### src/rtl/gdr8k_pkg.sv
package gdr8k_pkg;

    localparam int ADDR_W_D     = 16;
    localparam int DATA_W_D     = 8;
    localparam int NUM_WIN_D    = 4;
    localparam int PRG_W_D      = 6;
    localparam int CHR_W_D      = 2;
    localparam logic [15:0] TOGGLE_ADDR_D = 16'h43FE;

    // Direction decoded from the low address bit of a toggle write.
    typedef enum logic {
        OVR_ON  = 1'b0,
        OVR_OFF = 1'b1
    } ovr_cmd_e;

    // Returns the enable state that a toggle command leaves behind.
    function automatic logic cmd_to_enable(input ovr_cmd_e cmd);
        return (cmd == OVR_ON);
    endfunction

endpackage

### src/rtl/ovr_toggle_ctl.sv
module ovr_toggle_ctl
    import gdr8k_pkg::*;
#(
    parameter int ADDR_W = ADDR_W_D,
    parameter logic [ADDR_W-1:0] TOGGLE_ADDR = ADDR_W'(TOGGLE_ADDR_D)
) (
    input  logic              clk,
    input  logic              rst,
    input  logic              wr,
    input  logic [ADDR_W-1:0] addr,
    output logic              enabled
);
    logic     hit;
    ovr_cmd_e cmd;

    assign hit = wr && (addr[ADDR_W-1:1] == TOGGLE_ADDR[ADDR_W-1:1]);
    assign cmd = ovr_cmd_e'(addr[0]);

    always_ff @(posedge clk) begin
        if (rst)
            enabled <= 1'b0;
        else if (hit)
            enabled <= cmd_to_enable(cmd);
    end
endmodule

### src/rtl/win_latch_file.sv
module win_latch_file
    import gdr8k_pkg::*;
#(
    parameter int DATA_W  = DATA_W_D,
    parameter int NUM_WIN = NUM_WIN_D,
    parameter int PRG_W   = PRG_W_D,
    parameter int CHR_W   = CHR_W_D,
    localparam int IDX_W  = $clog2(NUM_WIN)
) (
    input  logic                          clk,
    input  logic                          rst,
    input  logic                          wr,
    input  logic                          wp,
    input  logic                          in_rom,
    input  logic [IDX_W-1:0]              win_idx,
    input  logic [DATA_W-1:0]             data,
    output logic [NUM_WIN-1:0][PRG_W-1:0] win_bank,
    output logic [CHR_W-1:0]              chr_q
);
    logic load;

    // Latches follow the mode latch: loaded only under write protection.
    assign load = wr && wp && in_rom;

    for (genvar w = 0; w < NUM_WIN; w++) begin : g_win
        always_ff @(posedge clk) begin
            if (rst)
                win_bank[w] <= '0;
            else if (load && (win_idx == IDX_W'(w)))
                win_bank[w] <= data[DATA_W-1 -: PRG_W];
        end
    end

    always_ff @(posedge clk) begin
        if (rst)
            chr_q <= '0;
        else if (load)
            chr_q <= data[CHR_W-1:0];
    end
endmodule

### src/rtl/bank_out_mux.sv
module bank_out_mux
    import gdr8k_pkg::*;
#(
    parameter int NUM_WIN = NUM_WIN_D,
    parameter int PRG_W   = PRG_W_D,
    parameter int CHR_W   = CHR_W_D,
    localparam int IDX_W  = $clog2(NUM_WIN)
) (
    input  logic                          active,
    input  logic                          in_rom,
    input  logic [IDX_W-1:0]              win_idx,
    input  logic [NUM_WIN-1:0][PRG_W-1:0] win_bank,
    input  logic [CHR_W-1:0]              chr_q,
    input  logic [PRG_W-1:0]              base_prg,
    input  logic [CHR_W-1:0]              base_chr,
    output logic [PRG_W-1:0]              prg_out,
    output logic [CHR_W-1:0]              chr_out
);
    always_comb begin
        prg_out = base_prg;
        chr_out = base_chr;
        if (active) begin
            chr_out = chr_q;
            if (in_rom)
                prg_out = win_bank[win_idx];
        end
    end
endmodule

### src/rtl/prg8k_override.sv
module prg8k_override
    import gdr8k_pkg::*;
#(
    parameter int ADDR_W  = ADDR_W_D,
    parameter int DATA_W  = DATA_W_D,
    parameter int NUM_WIN = NUM_WIN_D,
    parameter int PRG_W   = PRG_W_D,
    parameter int CHR_W   = CHR_W_D,
    parameter logic [ADDR_W-1:0] TOGGLE_ADDR = ADDR_W'(TOGGLE_ADDR_D)
) (
    input  logic              clk,
    input  logic              rst,
    input  logic [ADDR_W-1:0] cpu_addr,
    input  logic [DATA_W-1:0] cpu_data,
    input  logic              cpu_wr,
    input  logic              prg_wp,
    input  logic [PRG_W-1:0]  base_prg_bank,
    input  logic [CHR_W-1:0]  base_chr_bank,
    output logic [PRG_W-1:0]  prg_bank,
    output logic [CHR_W-1:0]  chr_bank,
    output logic              ovr_active
);
    localparam int IDX_W = $clog2(NUM_WIN);

    logic                          in_rom;
    logic [IDX_W-1:0]              win_idx;
    logic [NUM_WIN-1:0][PRG_W-1:0] win_bank;
    logic [CHR_W-1:0]              chr_q;

    // Upper half of the address space, split by the bits just below the top.
    assign in_rom  = cpu_addr[ADDR_W-1];
    assign win_idx = cpu_addr[ADDR_W-2 -: IDX_W];

    ovr_toggle_ctl #(
        .ADDR_W      (ADDR_W),
        .TOGGLE_ADDR (TOGGLE_ADDR)
    ) u_toggle (
        .clk     (clk),
        .rst     (rst),
        .wr      (cpu_wr),
        .addr    (cpu_addr),
        .enabled (ovr_active)
    );

    win_latch_file #(
        .DATA_W  (DATA_W),
        .NUM_WIN (NUM_WIN),
        .PRG_W   (PRG_W),
        .CHR_W   (CHR_W)
    ) u_latches (
        .clk      (clk),
        .rst      (rst),
        .wr       (cpu_wr),
        .wp       (prg_wp),
        .in_rom   (in_rom),
        .win_idx  (win_idx),
        .data     (cpu_data),
        .win_bank (win_bank),
        .chr_q    (chr_q)
    );

    bank_out_mux #(
        .NUM_WIN (NUM_WIN),
        .PRG_W   (PRG_W),
        .CHR_W   (CHR_W)
    ) u_mux (
        .active   (ovr_active),
        .in_rom   (in_rom),
        .win_idx  (win_idx),
        .win_bank (win_bank),
        .chr_q    (chr_q),
        .base_prg (base_prg_bank),
        .base_chr (base_chr_bank),
        .prg_out  (prg_bank),
        .chr_out  (chr_bank)
    );
endmodule

### config.mk
export PLATFORM = sky130hd
export DESIGN_NAME = prg8k_override
export DESIGN_NICKNAME = d
export VERILOG_FILES = /design/src/rtl/gdr8k_pkg.sv /design/src/rtl/ovr_toggle_ctl.sv /design/src/rtl/win_latch_file.sv /design/src/rtl/bank_out_mux.sv /design/src/rtl/prg8k_override.sv
export SDC_FILE = /design/constraint.sdc
export NUM_CORES = 1
export LEC_CHECK = 0
export BUFFER_PORTS_ARGS = -buffer_cell sky130_fd_sc_hd__buf_4
export CAP_MARGIN = 10
export CORE_MARGIN = 2
export CORE_UTILIZATION = 49
export CTS_CLUSTER_SIZE = 16
export DETAILED_ROUTE_END_ITERATION = 7
export PLACE_DENSITY = 0.78
export REMOVE_ABC_BUFFERS = 1
export SYNTH_ARGS = -nofsm -noshare
export SYNTH_HDL_FRONTEND = slang
export SYNTH_SLANG_ARGS = --single-unit
### constraint.sdc
create_clock -name clk -period 1.7 [get_ports clk]
set_clock_uncertainty 0.1 [all_clocks]
set_input_delay 0.17 -clock clk [delete_from_list [all_inputs] [get_ports clk]]
set_output_delay 0.17 -clock clk [all_outputs]
set_load 0.05 [all_outputs]
==> metrics, run 1 <==
startpoint type of the worst setup path flip-flop; crit path capture type output pin; RSZ-0062 raised after global routing true; crit path time final between 1.5 and 2 ns; cell count after placement approximately 210; final hold violation count 0; worst hold slack 0.06661 ns; reg-to-reg endpoint u_toggle.enabled; Layout Cells excl Fill 225; adder-cell area share of the yosys netlist 0%; worst-path cell chain mux4_2 > mux2_2 > buf_6; Syn-to-layout area delta 35.31%; Area after DPL 1657 um^2; core area 2686 um^2; synthesized area about 1400 um^2; r2r startpoint u_toggle.enabled; post-synthesis mux area share 19.00%; wire length of the first global-routing pass 6.147 mm; count of different cell masters after synthesis 26; Starting Density between 50 and 60%; setup TNS -0.9059 ns; Tightest Pin Transition a little over 0.5 ns; FF+latch count, synth 27; Mapped Avg Cell Area a little over 9 um^2; failing checks negative setup slack; Hold Path Class in2reg; cts bufs inserted 3; H-tree depth 1; initial antenna violation count 0; Design Area, Final roughly 1800 um^2; die width 56.49 um; Post-synth EDFFs 0; register area share after synthesis 40.04%; max_cap viols 0; layout cell share with drive strength beyond 1 38.14%; CP arrival 1.60 ns; GR peak layer met2; CP max FO 2; hold_sp cpu_addr[0]; drt first pass iters 4; Static Leak 0.7048 nW; Final nets roughly 230; DRC viols 0; Pins Over Slew Limit 0; vias in the first global route 1,322; critical path class reg2out; final WL 3.777 mm; worst skew pair latency approximately 0.34 ns; via count 1,370; R2R setup slack 0.68 ns; final core utilization 68.00%; Worst-path clk slew around 0.16 ns; most frequent cells in the layout buf_4 (41), nand3_1 (26), a21oi_1 (24); status finished with violations; commonest non-fill, non-tap cell in the layout buf_4; Root Driver clkbuf_4; PD cells approximately 650 nW/um^2; reg2reg path depth 2; met2 Track Usage GR ~43%; gr ovfl total 0; largest area contributor in the netlist dfxtp_1; prevailing post-synth register cell dfxtp_1; peak supply drop slightly above 0.0006 V; GRT Total Usage around 25%; post-synthesis xor/xnor area fraction 0%; dpl hpwl 2.466 mm; hold endpoint u_toggle.enabled; clk buf depth 2; async set-reset flop share out of synthesis 0%; TritonCTS clock tree yes; Synth Area in Simple Gates about 18%; largest family of logic cells by synthesized area multiplexers; Die ar. 3191 um^2; Ports 45; Routed Antenna Nets 0; max_slew headroom 65.72%; Die H 56.49 um; Peak Freq ~0.54 GHz; CP required 1.43 ns; GPL Wtd Cong roughly 0.82; Initial DRC Count 79; pin count of the biggest net entering global routing 29; top cells by area, synth dfxtp_1 (40%), mux4_2 (10%), nand3_1 (9.6%); cell depth of the worst hold path 3; routing usage on met3 3.917%; Gate Count Post-Synth between 100 and 150; share of the synthesized area in the top cell type between 40% and 50%; M1 GR Usage between 30% and 40%; post-synthesis compound-gate area fraction 17.79%; Synth Warn # 0; final period utilization 109.8%; final setup fails 6; slowest cell on the critical path mux4_2; Wirelength per Cell 16.79 um; clock sinks 27; Port Buffer Count 44; routed vias/inst 6.089; fill cell count 230; Setup WS post-layout -0.1669 ns; ANT cells 0; FP Rows 19; largest stage delay on the critical path 0.45 ns
## cell usage after synthesis, types with 3 or more instances
| cell | count |
|---|---|
| a21oi_1 | 24 |
| nor2_1 | 3 |
| buf_2 | 4 |
| dfxtp_1 | 27 |
| nand3_1 | 26 |
| mux2_2 | 8 |
| clkbuf_1 | 4 |
| o21ai_0 | 22 |
| mux4_2 | 6 |
## layout make-up
cell class / instances / area [um^2] / area share (%)
clock inverter: 1 / 8.758 / 0.4795
timing repair buffer: 55 / 459.2 / 25.14
sequential: 27 / 548.0 / 30.00
tap: 31 / 38.79 / 2.123
multi-input combinational: 108 / 749.5 / 41.03
clock buffer: 3 / 22.52 / 1.233
## sequential cells by signal, summed over array words and instances (netlist names)
name and flops:
u_toggle.enabled 1, u_latches.chr_q 2, u_latches.win_bank 24
## cells by family after synthesis
kind of cell | after synthesis
AOI/OAI and AO/OA | 48
buffers and inverters | 13
DFF | 27
muxes | 17
and+or+nand+nor | 43
## per-layer routing
| layer | up-vias | share of wire (%) |
|---|---|---|
| li1 | 642 | - |
| met5 | - | 0 |
| met4 | 0 | 2.0 |
| met1 | 645 | 38 |
| met2 | 75 | 54 |
| met3 | 8 | 6.3 |
## through the flow
stage	setup WS [ns]	total power [mW]
after floorplan	0.04738	0.7519
after global placement	0.1132	0.8679
after detailed placement	0.09592	0.8740
after CTS	-0.1730	1.195
after global routing	-0.2270	1.238
final	-0.1669	1.193
## how the worst max path moves through the flow
stage,startpoint,end
after global placement,cpu_addr[14],prg_bank[0]
after global routing,u_latches.win_bank[18],prg_bank[0]
after CTS,u_latches.win_bank[18],prg_bank[0]
after detailed placement,cpu_addr[14],prg_bank[0]
after floorplan,u_toggle.enabled,prg_bank[0]
final,u_latches.win_bank[18],prg_bank[0]
## worst max-delay path: cells and delay by family, from the launching register on
kind                   cells  cell delay, ns
buffers and inverters      1            0.16
DFF                        1            0.36
muxes                      2            0.74
## power breakdown
part | internal [mW] | switching, mW | total [mW]
clock network | 0.0964 | 0.209 | 0.305
registers | 0.642 | 0.00414 | 0.646
logic | 0.115 | 0.126 | 0.242
total | 0.854 | 0.339 | 1.19
## what timing repair did
item / in CTS / in global routing
setup buffers: 1 / 1
resized for setup: 9 / 7
setup endpoints to repair: 6 / 6
hold buffers: 8 / 0
endpoints found under the hold margin: 22 / 0
Note: power is estimated with default switching activity, not from simulation.
==> run 2, diff against run 1 <==
--- a/config.mk
+++ b/config.mk
@@ -13,3 +13,3 @@
 export DETAILED_ROUTE_END_ITERATION = 7
-export PLACE_DENSITY = 0.78
+export PLACE_DENSITY_LB_ADDON = 0.08
 export REMOVE_ABC_BUFFERS = 1
==> constraint.sdc (replaced) <==
create_clock -name clk -period 1.7 [get_ports clk]
set_clock_uncertainty 0.1 [all_clocks]
set_input_delay 0.425 -clock clk [delete_from_list [all_inputs] [get_ports clk]]
set_output_delay 0.425 -clock clk [all_outputs]
set_load 0.05 [all_outputs]
==> run 2 against run 1 <==
  * The run still ends with negative setup slack left
  * Sequential share of layout area fell by 0.28 points
  * Design area rose by 0.96%
  * Die area did not move
  * Clock power fell by 12%
  * Fmax fell by 9.7%
  * Largest cell class unchanged
  * Largest power group unchanged
  * Highest routed layer unchanged
==> metrics, run 2 (synthesized netlist as in run 1, its figures left out) <==
Peak Freq 0.4839 GHz; GRT Total Usage 23.74%; PD cells 627.4 nW/um^2; GPL Wtd Cong 0.7939; CP required 1.17 ns; Hold Path Class in2reg; H-tree depth 1; Static Leak 0.7259 nW; Worst-path clk slew ~0.14 ns; Syn-to-layout area delta 36.61%; vias in the first global route 1,304; via count approximately 1,400; pin count of the biggest net entering global routing 19; clk buf depth 2; Top Registers u_latches.win_bank: 24 flops, u_latches.chr_q: 2 flops, u_toggle.enabled: 1 flops; largest stage delay on the critical path 0.46 ns; crit path time final 2.066 ns; Setup WS post-layout -0.3665 ns; slowest cell on the critical path mux4_2; die width 56.49 um; Wirelength per Cell 15.58 um; Die H roughly 56 um; CP max FO 2; worst hold slack 0.2381 ns; Root Driver clkbuf_4; dpl hpwl 2.558 mm; Design Power 1.157 mW; RSZ-0062 raised after global routing true; worst skew pair latency 0.31 ns; FP Rows 19; Starting Density 50.26%; worst-path cell chain mux4_2 > mux2_2 > buf_6; Largest Register u_latches.win_bank; final setup fails 8; routed vias/inst 5.939; CP arrival 1.54 ns; final hold violation count 0; Ports 45; Final nets approximately 230; drt first pass iters 4; crit path capture type output pin; failing checks negative setup slack; DRC viols 0; critical path class reg2out; final WL ~3.6 mm; max_cap viols 0; Design Area, Final 1844 um^2; TritonCTS clock tree yes; layout cell share with drive strength beyond 1 42.13%; status finished with violations; setup TNS -2.261 ns; max_slew headroom around 70%; Layout Cells excl Fill 228; peak supply drop approximately 0.00064 V; cell count after placement 222; Pins Over Slew Limit 0; commonest non-fill, non-tap cell in the layout buf_4; final period utilization 121.6%; Tightest Pin Transition 0.4531 ns; cts bufs inserted 3; initial antenna violation count 0; Die ar. 3191 um^2; Initial DRC Count 56; Port Buffer Count 44; clock sinks 27; Routed Antenna Nets 0; max reg flops 24; ANT cells 0; core area 2686 um^2; most frequent cells in the layout buf_4 (49), nand3_1 (26), a21oi_1 (24); startpoint type of the worst setup path flip-flop; gr ovfl total 0; Area after DPL 1739 um^2; wire length of the first global-routing pass 5.934 mm
## run 2: changes by cell type in the layout (fill, tap and decap cells not counted), sizes merged
cell         change
buf             +11
clkbuf           +1
dlygate4sd3      -8
inv              -1
## run 2: final cells by class
class / count / area, um^2
Timing Repair Buffer: 58 / 480.5
Sequential cell: 27 / 548.0
Fill cell: 234 / 842.1
Tap cell: 31 / 38.79
Clock buffer: 4 / 26.28
Multi-Input combinational cell: 108 / 750.7
## run 2: per-layer routing
| metal | vias to the layer above | wire length, um | track usage [%] |
|---|---|---|---|
| met4 | 0 | 54 | 9.524 |
| li1 | 650 | - | - |
| met1 | 629 | 1426 | 29.79 |
| met5 | - | 0 | 0 |
| met2 | 68 | 1747 | 40.53 |
| met3 | 7 | 325 | 3.687 |
## run 2: final timing paths
check | endpoint | depth (start not counted) | slack, ns | start
hold / removal | u_latches.chr_q[0] | 3 | 0.24 | cpu_data[0]
setup / recovery | prg_bank[0] | 3 | -0.37 | u_latches.win_bank[18]
hold reg to reg | u_latches.win_bank[6] | 2 | 0.38 | u_latches.win_bank[6]
setup reg to reg | u_toggle.enabled | 3 | 0.63 | u_toggle.enabled
## run 2: power by group
group / switching [mW] / internal, mW
Combinational: 0.126 / 0.118
Sequential: 0.00390 / 0.642
Clock: 0.176 / 0.0916
Total: 0.306 / 0.851
## run 2: metrics by stage
stage | utilization (%) | setup WS [ns]
final | 68.65 | -0.3665
after global routing | 68.65 | -0.4147
after CTS | 67.96 | -0.3755
after detailed placement | 64.74 | -0.3685
after global placement | 64.74 | -0.3600
after floorplan | - | -0.2076
## run 2: timing repair
action                                  4_1_cts  5_1_grt
resized for setup                            16        5
hold buffers                                  0        0
endpoints found under the setup margin        8        8
buffers inserted                              1        1
## run 2: worst max-delay path, delay by kind of cell (launching register included)
| kind | cells | cell delay [ns] |
|---|---|---|
| multiplexers | 2 | 0.74 |
| buffers and inverters | 1 | 0.15 |
| flip-flops | 1 | 0.34 |
